$ cat src/rtl/rst_cause_pkg.sv
package rst_cause_pkg;
  localparam int DATA_W   = 32;
  localparam int ADDR_W   = 16;
  localparam logic [ADDR_W-1:0] REG_BASE = 16'hF020;

  localparam int PWR_BIT   = DATA_W - 1;
  localparam int SWPWR_BIT = DATA_W - 2;
  localparam int SWEXT_BIT = DATA_W - 3;
  localparam int BTPWR_BIT = DATA_W - 4;
  localparam int BTEXT_BIT = DATA_W - 5;

  localparam logic [DATA_W-1:0] CLR_MASK =
    (DATA_W'(1) << PWR_BIT) | (DATA_W'(1) << BTPWR_BIT) | (DATA_W'(1) << BTEXT_BIT);
  localparam logic [DATA_W-1:0] SET_MASK =
    (DATA_W'(1) << SWPWR_BIT) | (DATA_W'(1) << SWEXT_BIT);
  localparam logic [DATA_W-1:0] LIVE_MASK = CLR_MASK | SET_MASK;
  localparam logic [DATA_W-1:0] PWR_ONLY  = DATA_W'(1) << PWR_BIT;

  typedef struct packed {
    logic regWr;
    logic pwrLoad;
  } rcStrobe_t;
endpackage

$ cat src/rtl/rst_cause_ctrl.sv
module rst_cause_ctrl
  import rst_cause_pkg::*;
(
  input  logic              clk,
  input  logic              pwrOnRst_n,
  input  logic              sysRst,
  input  logic              wrEn,
  input  logic [ADDR_W-1:0] addr,
  input  logic              swPwrBit,
  input  logic              swExtBit,
  output rcStrobe_t         stb,
  output logic              regSel,
  output logic              resetReq
);
  localparam int WORD_LSB = 3;

  logic armed;

  assign regSel = (addr[ADDR_W-1:WORD_LSB] == REG_BASE[ADDR_W-1:WORD_LSB]) && addr[2];

  always_comb begin
    stb.regWr   = wrEn && regSel && !sysRst;
    stb.pwrLoad = sysRst && armed;
  end

  always_ff @(posedge clk or negedge pwrOnRst_n) begin
    if (!pwrOnRst_n) begin
      armed    <= 1'b1;
      resetReq <= 1'b0;
    end else begin
      resetReq <= stb.regWr && (swPwrBit || swExtBit);
      if (sysRst)
        armed <= 1'b0;
      else if (stb.regWr && swPwrBit)
        armed <= 1'b1;
    end
  end


  swpwr_req_chk: assert property (@(posedge clk) disable iff (!pwrOnRst_n)
    (wrEn && regSel && !sysRst && swPwrBit) |=> resetReq);


  rearm_chk: assert property (@(posedge clk) disable iff (!pwrOnRst_n)
    (wrEn && regSel && !sysRst && swPwrBit) |=> armed);


  rst_blocks_req_chk: assert property (@(posedge clk) disable iff (!pwrOnRst_n)
    (sysRst && !$past(wrEn)) |-> !stb.regWr);
endmodule

$ cat src/rtl/rst_cause_dp.sv
module rst_cause_dp
  import rst_cause_pkg::*;
(
  input  logic              clk,
  input  logic              pwrOnRst_n,
  input  rcStrobe_t         stb,
  input  logic [DATA_W-1:0] wrData,
  output logic [DATA_W-1:0] statusQ
);
  logic [DATA_W-1:0] wrVal;

  assign wrVal = wrData & LIVE_MASK;

  always_ff @(posedge clk or negedge pwrOnRst_n) begin
    if (!pwrOnRst_n)
      statusQ <= '0;
    else if (stb.pwrLoad)
      statusQ <= PWR_ONLY;
    else if (stb.regWr)
      statusQ <= (statusQ & ~(wrVal & CLR_MASK)) | (wrVal & SET_MASK);
  end


  pwr_load_chk: assert property (@(posedge clk) disable iff (!pwrOnRst_n)
    stb.pwrLoad |=> (statusQ == PWR_ONLY));


  hold_chk: assert property (@(posedge clk) disable iff (!pwrOnRst_n)
    (!stb.pwrLoad && !stb.regWr) |=> $stable(statusQ));


  low_zero_chk: assert property (@(posedge clk) disable iff (!pwrOnRst_n)
    (statusQ & ~LIVE_MASK) == '0);
endmodule

$ cat src/rtl/rst_cause_reg.sv
module rst_cause_reg
  import rst_cause_pkg::*;
(
  input  logic              clk,
  input  logic              pwrOnRst_n,
  input  logic              sysRst,
  input  logic              wrEn,
  input  logic [ADDR_W-1:0] addr,
  input  logic [DATA_W-1:0] wrData,
  output logic [DATA_W-1:0] rdData,
  output logic              resetReq
);
  rcStrobe_t         stb;
  logic              regSel;
  logic [DATA_W-1:0] statusQ;

  rst_cause_ctrl u_ctrl (
    .clk(clk), .pwrOnRst_n(pwrOnRst_n), .sysRst(sysRst), .wrEn(wrEn),
    .addr(addr), .swPwrBit(wrData[SWPWR_BIT]), .swExtBit(wrData[SWEXT_BIT]),
    .stb(stb), .regSel(regSel), .resetReq(resetReq)
  );

  rst_cause_dp u_dp (
    .clk(clk), .pwrOnRst_n(pwrOnRst_n), .stb(stb), .wrData(wrData),
    .statusQ(statusQ)
  );

  assign rdData = regSel ? statusQ : '0;


  req_after_write_chk: assert property (@(posedge clk) disable iff (!pwrOnRst_n)
    resetReq |-> $past(wrEn));
endmodule

$ cat config.mk
export PLATFORM = sky130hd
export DESIGN_NAME = rst_cause_reg
export DESIGN_NICKNAME = d
export VERILOG_FILES = /design/src/rtl/rst_cause_pkg.sv /design/src/rtl/rst_cause_ctrl.sv /design/src/rtl/rst_cause_dp.sv /design/src/rtl/rst_cause_reg.sv
export SDC_FILE = /design/constraint.sdc
export NUM_CORES = 1
export LEC_CHECK = 0
export BUFFER_PORTS_ARGS = -buffer_cell sky130_fd_sc_hd__buf_2
export CAP_MARGIN = 20
export CORE_MARGIN = 10
export CORE_UTILIZATION = 31
export CTS_CLUSTER_SIZE = 30
export DETAILED_ROUTE_END_ITERATION = 10
export PLACE_DENSITY = 0.91
export SLEW_MARGIN = 10
export SYNTH_ARGS = -nofsm -noshare
export SYNTH_HDL_FRONTEND = slang
export SYNTH_SLANG_ARGS = --single-unit
$ cat constraint.sdc
create_clock -name clk -period 4 [get_ports clk]
set_clock_uncertainty 0.1 [all_clocks]
set_input_delay 0.4 -clock clk [delete_from_list [all_inputs] [get_ports clk]]
set_output_delay 0.4 -clock clk [all_outputs]
set_load 0.02 [all_outputs]
==> flow_metrics.env <==
export IMPL_hold_path_class="primary input to register"
export IMPL_rows=15
export IMPL_post_cts_resized=0
export IMPL_port_buffers=28
export IMPL_hpwlAfterDp_mm=1.44
export IMPL_synth_warnings=0
export IMPL_die_area_sq_um=3960
export IMPL_whs_endpoint="u_dp.statusQ[27]$_DFFE_PN0P_"
export IMPL_fmax_mhz=426
export IMPL_grt_pass1_vias=535
export IMPL_power_density_nw_per_um2=257
export IMPL_leakagePower_nw=0.386
export IMPL_maxCapViolations=0
export IMPL_antenna_cells=0
export IMPL_yosysTopAreaCellShare=0.354
export IMPL_antenna_left=0
export IMPL_drtIter0Drc=21
export IMPL_post_route_drc_count=0
export IMPL_finalSetupTns_ns=0
export IMPL_end_kind="primary output"
export IMPL_grt_overflow=0
export IMPL_setup_viol=0
export IMPL_core_sq_um=1750
export IMPL_fin_nets=145
export IMPL_ctsHtreeMaxLevel=1
export IMPL_ir_worst_vdd_mv=0.0993
export IMPL_synth_seq_cells=7
export IMPL_insertion_delay_ns=0.24
export IMPL_via_per_inst=3.93
export IMPL_worstPathCellList="buf_2 -> or4b_4 -> nor4b_2 -> and2_1 -> buf_2"
export IMPL_post_route_min_period_ns=2.35
export IMPL_critical_path_class="primary input to primary output"
export IMPL_final_cell_area_sq_um=674
export IMPL_synth_area_sq_um=572
export IMPL_antenna_found_initial=0
export IMPL_cts_sinks=7
export IMPL_ys_types=17
export IMPL_fin_cells=117
export IMPL_yosys_area_top_type="buf_4"
export IMPL_die_height_um=62.9
export IMPL_startpoint_type="primary input"
export IMPL_slew_violations=0
export IMPL_ios=85
export IMPL_area_growth_pct=17.9
export IMPL_groute_usage_overall=0.0772
export IMPL_syn_area_per_cell_sq_um=9.53
export IMPL_crit_required_ns=3.50
export IMPL_synth_cells=60
export IMPL_rsz0062_at_grt="false"
export IMPL_postRouteWirelength_mm=1.58
export IMPL_die_w_um=62.9
export IMPL_root_buffer="clkbuf_4"
export IMPL_vias=460
export IMPL_worstReg2RegEnd="u_dp.statusQ[30]$_DFFE_PN0P_"
export IMPL_placedCellCount=112
export IMPL_layout_commonest_cell="buf_2"
export IMPL_hold_path_cell_count=2
export IMPL_clk_pin_slew_ns=0.05
export IMPL_synth_seq_area_share=0.309
export IMPL_wl_per_cell_um=13.5
export IMPL_min_from="wrData[27]"
export IMPL_cp_max_fo=5
export IMPL_final_cell_mix="buf_2 (28), conb_1 (27), and2_1 (6), dfrtp_1 (6), a21oi_1 (4)"
export IMPL_postPlaceCellArea_sq_um=638
export IMPL_dr_pass1_iters=2
export IMPL_cpMostUsedCell="buf_2"
export IMPL_cts_buffers=3
export IMPL_cp_slowest_cell="or4b_4"
export IMPL_r2r_start="u_ctrl.armed$_DFFE_PN1P_"
export IMPL_cts_tree="done"
export IMPL_run_status="complete, no violations"
export IMPL_r2r_setup_slack_ns=2.76
export IMPL_finalCritPeriodShare=0.587
export IMPL_clockBufferDepth=2
export IMPL_fill_cells=198
export IMPL_hold_viol_final=0
export IMPL_synthTopCellsByArea="buf_4 (35%), dfrtp_1 (26%), and2_1 (6.6%)"
export IMPL_finalPower_mw=0.173
export IMPL_worstPathArrival_ns=1.85
export IMPL_rr_worst_depth=3
export IMPL_drive_above_1_share=0.380
export IMPL_slowest_delay_ns=0.56
export IMPL_place_congestion=0.671
export IMPL_start_util=0.328
export IMPL_grt_pass1_wl_mm=2.47
export IMPL_grt_max_degree=8
## cell type report
type                            instances  area [sq um]  share of cell area
Multi-Input combinational cell         52           290               0.430
Sequential cell                         7           176               0.262
Timing Repair Buffer                   29           150               0.223
Tap cell                               25          31.3              0.0464
Clock buffer                            4          26.3              0.0390
## cells by family (layout without fill, tap and decap cells)
logic type	Yosys count	in the layout	share of synthesized area
compound gates	8	8	0.0941
buf+inv	27	33	0.354
flops	7	7	0.309
other cells	1	27	0.00656
simple gates	17	17	0.236
## metrics by stage
stage | utilization | hold WS, ns | setup slack (ns)
6_report | 0.386 | 0.211 | 1.65
5_1_grt | 0.386 | 0.226 | 1.54
4_1_cts | 0.386 | 0.203 | 1.63
3_5_place_dp | 0.366 | 0.139 | 1.63
3_3_place_gp | 0.366 | 0.132 | 1.66
2_1_floorplan | - | 0.00441 | 1.92
## worst max-delay path: cells and delay by family
family | cells | cell delay (ns)
buf+inv | 2 | 0.26
simple gates | 3 | 1.18
## sequential cells by signal, indices dropped and copies added, names as in the netlist
signal,flops
u_dp.statusQ,5
u_ctrl.armed,1
u_ctrl.resetReq,1
## cell usage after synthesis, drive strengths merged
cell,number
buf,27
and2,6
dfrtp,6
a21oi,4
nand2,3
or4b,3
a31o,2
a22o,1
conb,1
dfstp,1
nand4,1
nor2,1
nor2b,1
nor4,1
nor4b,1
o21a,1
## layer usage
metal	track usage	vias up	share of wire
li1	-	214	-
met1	0.0733	208	0.35
met2	0.124	38	0.48
met3	0.0609	0	0.17
met4	0.0251	0	0
met5	0	-	0
## where the power goes
part,internal (mW),switching (mW)
combinational,0.00966,0.0302
clock,0.0379,0.0243
sequential,0.0710,0.00000801
## worst max path at each step
stage          startpoint          to  slack (ns)  depth (start not counted)
3_3_place_gp      addr[4]  rdData[29]        1.66                          5
2_1_floorplan     addr[4]  rdData[27]        1.92                          3
6_report          addr[7]  rdData[30]        1.65                          5
4_1_cts           addr[7]  rdData[30]        1.63                          5
3_5_place_dp      addr[7]  rdData[30]        1.63                          5
5_1_grt           addr[4]  rdData[30]        1.54                          5
## timing repair
action,CTS,global route
setup buffers,0,0
hold buffers,1,0
endpoints found under the hold margin,6,0
Note: power is estimated with default switching activity, not from simulation.
